--- config.mk ---
export PLATFORM = sky130hd
export DESIGN_NAME = prio_irq_ctrl
export DESIGN_NICKNAME = d
export VERILOG_FILES = /design/src/rtl/prio_irq_pkg.sv /design/src/rtl/irq_req_latch.sv /design/src/rtl/irq_daisy_chain.sv /design/src/rtl/irq_prio_pick.sv /design/src/rtl/irq_save_stack.sv /design/src/rtl/prio_irq_ctrl.sv
export SDC_FILE = /design/constraint.sdc
export NUM_CORES = 1
export LEC_CHECK = 0
export BUFFER_PORTS_ARGS = -buffer_cell sky130_fd_sc_hd__buf_2
export CAP_MARGIN = 5
export CELL_PAD_IN_SITES_DETAIL_PLACEMENT = 2
export CELL_PAD_IN_SITES_GLOBAL_PLACEMENT = 2
export CORE_MARGIN = 2
export CORE_UTILIZATION = 35
export CTS_CLUSTER_DIAMETER = 30
export DETAILED_ROUTE_END_ITERATION = 8
export GPL_TIMING_DRIVEN = 0
export PLACE_DENSITY = 0.8
export REMOVE_ABC_BUFFERS = 1
export SETUP_SLACK_MARGIN = 0.4
export SKIP_CTS_REPAIR_TIMING = 1
export SLEW_MARGIN = 20
export SYNTH_ARGS = -nofsm -noshare
export SYNTH_HDL_FRONTEND = slang
export SYNTH_SLANG_ARGS = --single-unit
export TNS_END_PERCENT = 10
--- constraint.sdc ---
create_clock -name clk -period 4.6 [get_ports clk]
set_clock_uncertainty 0.1 [all_clocks]
set_input_delay 0.46 -clock clk [delete_from_list [all_inputs] [get_ports clk]]
set_output_delay 0.46 -clock clk [all_outputs]
set_load 0.03 [all_outputs]
--- src/rtl/prio_irq_pkg.sv ---
package prio_irq_pkg;
  parameter int DEF_GROUPS = 4;
  parameter int DEF_CHAIN  = 4;
  parameter logic [3:0] DEF_VEC_BASE = 4'hA;
endpackage

--- src/rtl/irq_req_latch.sv ---
module irq_req_latch #(
  parameter int N = 16
) (
  input  logic         clk,
  input  logic         rst_n,
  input  logic [N-1:0] req,
  input  logic [N-1:0] edge_sel,
  input  logic [N-1:0] ack,
  output logic [N-1:0] pend
);
  logic [N-1:0] req_q, hit_q, hit_d, rise;

  always_comb begin
    rise  = req & ~req_q;
    hit_d = rise | (hit_q & ~ack);
    pend  = (edge_sel & hit_q) | (~edge_sel & req);
  end

  always_ff @(posedge clk or negedge rst_n) begin
    if (!rst_n) begin
      req_q <= '0;
      hit_q <= '0;
    end else begin
      req_q <= req;
      hit_q <= hit_d;
    end
  end
endmodule

--- src/rtl/irq_daisy_chain.sv ---
module irq_daisy_chain #(
  parameter int CHAIN = 4,
  localparam int CW = (CHAIN > 1) ? $clog2(CHAIN) : 1
) (
  input  logic             ack_in,
  input  logic [CHAIN-1:0] pend,
  output logic [CHAIN-1:0] ack_out,
  output logic [CW-1:0]    first_pos
);
  logic [CHAIN:0] pass;
  assign pass[0] = ack_in;

  for (genvar i = 0; i < CHAIN; i++) begin : g_link
    assign ack_out[i]  = pass[i] & pend[i];
    assign pass[i+1]   = pass[i] & ~pend[i];
  end

  always_comb begin
    first_pos = '0;
    for (int i = CHAIN - 1; i >= 0; i--) begin
      if (pend[i]) first_pos = CW'(i);
    end
  end
endmodule

--- src/rtl/irq_prio_pick.sv ---
module irq_prio_pick #(
  parameter int NGRP = 4,
  localparam int GW = (NGRP > 1) ? $clog2(NGRP) : 1
) (
  input  logic [NGRP-1:0] grp_pend,
  output logic            any,
  output logic [GW-1:0]   win
);
  always_comb begin
    any = |grp_pend;
    win = '0;
    for (int g = 0; g < NGRP; g++) begin
      if (grp_pend[g]) win = GW'(g);
    end
  end
endmodule

--- src/rtl/irq_save_stack.sv ---
module irq_save_stack #(
  parameter int W     = 4,
  parameter int DEPTH = 4,
  localparam int SPW  = $clog2(DEPTH + 1)
) (
  input  logic         clk,
  input  logic         rst_n,
  input  logic         push,
  input  logic         pop,
  input  logic [W-1:0] din,
  output logic [W-1:0] top,
  output logic         empty,
  output logic         full
);
  logic [W-1:0]   mem [DEPTH];
  logic [SPW-1:0] sp_q, sp_d;
  logic           sp_ce;

  assign empty = (sp_q == '0);
  assign full  = (sp_q == SPW'(DEPTH));
  assign top   = empty ? '0 : mem[sp_q - SPW'(1)];

  always_comb begin
    sp_ce = (push && !full) || (pop && !empty);
    sp_d  = sp_q;
    if (push && !full)       sp_d = sp_q + SPW'(1);
    else if (pop && !empty)  sp_d = sp_q - SPW'(1);
  end

  always_ff @(posedge clk or negedge rst_n) begin
    if (!rst_n)     sp_q <= '0;
    else if (sp_ce) sp_q <= sp_d;
  end

  for (genvar i = 0; i < DEPTH; i++) begin : g_slot
    always_ff @(posedge clk) begin
      if (push && !full && (sp_q == SPW'(i))) mem[i] <= din;
    end
  end
endmodule

--- src/rtl/prio_irq_ctrl.sv ---
module prio_irq_ctrl #(
  parameter int NGRP  = prio_irq_pkg::DEF_GROUPS,
  parameter int CHAIN = prio_irq_pkg::DEF_CHAIN,
  parameter logic [3:0] VEC_BASE = prio_irq_pkg::DEF_VEC_BASE,
  localparam int NDEV = NGRP * CHAIN,
  localparam int GW   = (NGRP > 1) ? $clog2(NGRP) : 1,
  localparam int CW   = (CHAIN > 1) ? $clog2(CHAIN) : 1,
  localparam int PW   = $clog2(NGRP + 1),
  localparam int VW   = 4 + GW + CW
) (
  input  logic            clk,
  input  logic            rst_n,
  input  logic [NDEV-1:0] dev_req,
  input  logic [NGRP-1:0] trig_edge,
  input  logic            cpu_ack,
  input  logic            cpu_reti,
  input  logic            st_we,
  input  logic            st_wen,
  input  logic [PW-1:0]   st_wprio,
  output logic            cpu_irq,
  output logic [VW-1:0]   irq_vec,
  output logic [NGRP-1:0] grp_ack,
  output logic [NDEV-1:0] dev_ack,
  output logic            int_en,
  output logic [PW-1:0]   cur_prio
);
  // reset: asserted asynchronously, released on a clock edge
  logic [1:0] rst_sync_q;
  logic       rst_s_n;
  always_ff @(posedge clk or negedge rst_n) begin
    if (!rst_n) rst_sync_q <= 2'b00;
    else        rst_sync_q <= {rst_sync_q[0], 1'b1};
  end
  assign rst_s_n = rst_sync_q[1];

  // request capture
  logic [NDEV-1:0] edge_dev, pend;
  for (genvar d = 0; d < NDEV; d++) begin : g_esel
    assign edge_dev[d] = trig_edge[d / CHAIN];
  end

  irq_req_latch #(.N(NDEV)) u_latch (
    .clk(clk), .rst_n(rst_s_n), .req(dev_req), .edge_sel(edge_dev),
    .ack(dev_ack), .pend(pend)
  );

  // group lines and daisy chains
  logic [NGRP-1:0] grp_pend;
  logic [CW-1:0]   grp_pos [NGRP];
  for (genvar g = 0; g < NGRP; g++) begin : g_grp
    assign grp_pend[g] = |pend[g*CHAIN +: CHAIN];
    irq_daisy_chain #(.CHAIN(CHAIN)) u_chain (
      .ack_in(grp_ack[g]), .pend(pend[g*CHAIN +: CHAIN]),
      .ack_out(dev_ack[g*CHAIN +: CHAIN]), .first_pos(grp_pos[g])
    );
  end

  logic          any_pend;
  logic [GW-1:0] win_g;
  irq_prio_pick #(.NGRP(NGRP)) u_pick (
    .grp_pend(grp_pend), .any(any_pend), .win(win_g)
  );

  // status and save stack
  logic          en_q, en_d;
  logic [PW-1:0] prio_q, prio_d;
  logic          st_ce, accept, do_pop, stk_empty, stk_full;
  logic [PW:0]   stk_top;
  logic [PW-1:0] win_lvl;

  assign win_lvl = PW'(win_g) + PW'(1);
  assign cpu_irq = en_q && any_pend && !stk_full && (win_lvl > prio_q);
  assign accept  = cpu_ack && cpu_irq;
  assign do_pop  = cpu_reti && !stk_empty && !accept;

  irq_save_stack #(.W(PW + 1), .DEPTH(NGRP)) u_stack (
    .clk(clk), .rst_n(rst_s_n), .push(accept), .pop(do_pop),
    .din({en_q, prio_q}), .top(stk_top), .empty(stk_empty), .full(stk_full)
  );

  always_comb begin
    st_ce  = accept || do_pop || st_we;
    en_d   = en_q;
    prio_d = prio_q;
    if (accept) begin
      en_d   = 1'b0;
      prio_d = win_lvl;
    end else if (do_pop) begin
      {en_d, prio_d} = stk_top;
    end else if (st_we) begin
      en_d   = st_wen;
      prio_d = st_wprio;
    end
  end

  always_ff @(posedge clk or negedge rst_s_n) begin
    if (!rst_s_n) begin
      en_q   <= 1'b1;
      prio_q <= '0;
    end else if (st_ce) begin
      en_q   <= en_d;
      prio_q <= prio_d;
    end
  end

  // acknowledge routing and vector
  for (genvar g = 0; g < NGRP; g++) begin : g_gack
    assign grp_ack[g] = accept && (win_g == GW'(g));
  end

  assign irq_vec  = cpu_irq ? {VEC_BASE, win_g, grp_pos[win_g]} : '0;
  assign int_en   = en_q;
  assign cur_prio = prio_q;
endmodule

==> flow_metrics.py <==
metrics = {
    "run_status": {
        "status": "finished, final reports clean",
    },
    "critical_path": {
        "rr_startpoint": "u_latch.hit_q[5]",
        "r2r-end": "u_stack.mem[0][2]",
        "path_class": "reg -> out",
        "crit_fanout": 6,
        "crit_path_end_kind": "output port",
        "cp.required_ns": 4.04,
        "rr_worst_depth": 12,
        "r2r_slack_ns": 0.59,
        "startpoint_type": "register",
        "arrival_ns": 3.76,
    },
    "timing": {
        "slew_violations": 0,
        "tightest_slew_ns": 1.15,
        "fin_hold_ws_ns": 0.142,
        "final.period_utilization_pct": 93.9,
        "rsz0062_at_grt": "true",
        "setup_viol": 0,
        "slew_headroom_pct": 22.9,
        "max_freq_ghz": 0.232,
        "final_hold_viol_count": 0,
        "period_needed_ns": 4.32,
    },
    "global_route": {
        "grt.overflow.total": 0,
        "grt_pass1_wl_um": 15700,
        "grt_pass1_vias": 2878,
        "track_usage_pct": 20.9,
        "antenna_found_initial": 0,
        "grt_max_degree": 21,
    },
    "die": {
        "coreArea_um2": 9110,
        "num_rows": 35,
        "dieArea_um2": 10000,
        "start_util_pct": 35.5,
        "die_h_um": 100,
        "top_level_ports": 62,
        "die_w_um": 100,
    },
    "logic_synthesis": {
        "ys_types": 54,
        "yosysSeqAreaShare_pct": 46.7,
        "ys_warn_count": 0,
        "synth_area_um2": 3230,
        "synth_edf_count": 16,
        "syn_area_per_cell_um2": 10.5,
        "ys_ff_latch": 57,
        "synthFlopType": "dfrtp_1",
        "synthCells": 308,
        "async_flop_share_pct": 71.9,
    },
    "power": {
        "peakVddDrop_uv": 163,
        "powerDensity_nw_per_um2": 474,
        "p_leak_nw": 1.90,
        "power_mw": 1.97,
    },
    "clocking": {
        "clk_pin_slew_ns": 0.07,
        "numCtsBuffers": 9,
        "clock_path_buffers": 2,
        "clk_latency_ns": 0.36,
        "cts_tree": "yes",
        "htree_levels": 3,
        "cts.sinks": 57,
        "cts-root-buf": "clkbuf_8",
    },
    "routing": {
        "first_pass_iters": 4,
        "avgRoutedWirePerCell_um": 23.2,
        "ant_nets": 0,
        "routed_wl_um": 11600,
        "drtIter0Drc": 156,
        "vias": 2800,
        "drc": 0,
        "vias_per_cell": 5.60,
    },
    "place": {
        "dp_hpwl_um": 6830,
        "gp_congestion": 0.771,
        "post_dp_cell_area_um2": 3570,
        "io_buffers": 59,
        "dp.cells": 461,
    },
    "final_layout": {
        "drive_gt1_share_pct": 36.0,
        "nets": 424,
        "area_growth_pct": 28.7,
        "final-instance-count-excl-fill": 500,
        "final_area_um2": 4160,
        "antennaDiodeCount": 0,
    },
    "hold_path": {
        "min_path_type": "reg -> async",
    },
    "flow_run": {
        "cap_violations": 0,
    },
}
-- cell usage after synthesis, types with 5 or more instances --
master / number / area, µm²
ha_1: 11 / 138
o22ai_1: 8 / 50.1
nor4_1: 5 / 31.3
nor2b_1: 11 / 68.8
nor2_1: 21 / 78.8
a22o_1: 5 / 43.8
edfxtp_1: 16 / 480
buf_4: 9 / 67.6
o21ai_0: 20 / 100
inv_1: 34 / 128
nor3_1: 12 / 60.1
mux2i_1: 16 / 160
a21oi_1: 6 / 30.0
dfrtp_1: 40 / 1000
nand2_1: 13 / 48.8
nor3b_1: 8 / 60.1
-- power breakdown --
group | total, mW | switching [mW] | internal, mW
Combinational | 0.725 | 0.478 | 0.248
Clock | 0.557 | 0.228 | 0.329
Sequential | 0.689 | 0.0841 | 0.605
-- stage by stage --
step | worst slack (ns) | setup TNS (ns) | util (%)
2_1_floorplan | 0.0504 | 0 | -
3_3_place_gp | -0.200 | -1.61 | 38.9
3_5_place_dp | -0.429 | -5.80 | 39.2
4_1_cts | -0.487 | -4.92 | 41.7
5_1_grt | 0.0889 | 0 | 45.6
6_report | 0.282 | 0 | 45.6
-- worst max-delay path by stage --
stage / end / startpoint / slack (ns) / cells past startpoint
after floorplan: irq_vec[0] / trig_edge[3] / 0.05 / 12
after detailed placement: u_stack.mem[0][0] / trig_edge[1] / -0.43 / 13
after global routing: dev_ack[0] / u_latch.hit_q[5] / 0.09 / 14
after CTS: dev_ack[13] / u_latch.hit_q[13] / -0.49 / 13
after global placement: dev_ack[13] / trig_edge[1] / -0.20 / 14
final: dev_ack[0] / u_latch.hit_q[5] / 0.28 / 14
-- worst max-delay path, cell delays in order, from the launching register on --
cell and delay [ns]:
dfrtp_2 0.45, nor3b_4 0.33, o22ai_4 0.13, a21oi_4 0.22, inv_2 0.10, ha_4 0.28, inv_1 0.04, ha_1 0.31
nand3_2 0.12, nand4_1 0.32, a21o_4 0.36, nor3b_4 0.24, buf_6 0.15, nor2b_1 0.12, buf_2 0.20
-- cells by family after synthesis --
kind of cell,share of synthesized area [%]
buf+inv,7.78
fa+ha+maj,4.26
other cells,0.232
xor+xnor,0.542
mux,7.75
compound gates,15.3
simple gates,17.5
flops,46.7
-- final cells by class --
class	count	area [µm²]
tap	111	139
clock buffer	15	198
multi-input combinational	200	1650
clock inverter	1	30.0
sequential	57	1510
inverter	34	128
fill	944	4950
timing repair buffer	82	507
-- placed cells by master, fill, tap and decap left out, types with 12 or more instances in the layout --
| master | instances |
|---|---|
| edfxtp_1 | 16 |
| clkbuf_8 | 12 |
| inv_1 | 33 |
| buf_2 | 54 |
| o21ai_0 | 18 |
| buf_4 | 24 |
| nor2_1 | 20 |
| mux2i_1 | 16 |
| nand2_1 | 13 |
| dfrtp_1 | 38 |
-- state kept, by name (all words and copies together) (netlist names) --
register / flops
u_latch.hit_q: 16
u_latch.req_q: 16
u_stack.mem: 16
cur_prio: 3
u_stack.sp_q: 3
rst_sync_q: 2
int_en: 1
-- layer usage --
layer  GRT usage, %  routed length (µm)  up-vias
met1           26.6                4940     1450
met5              0                   0        -
li1               -                   -     1259
met3           4.11                 385       20
met4           7.48                 259        0
met2           35.4                6010       71
Note: power is estimated with default switching activity, not from simulation.
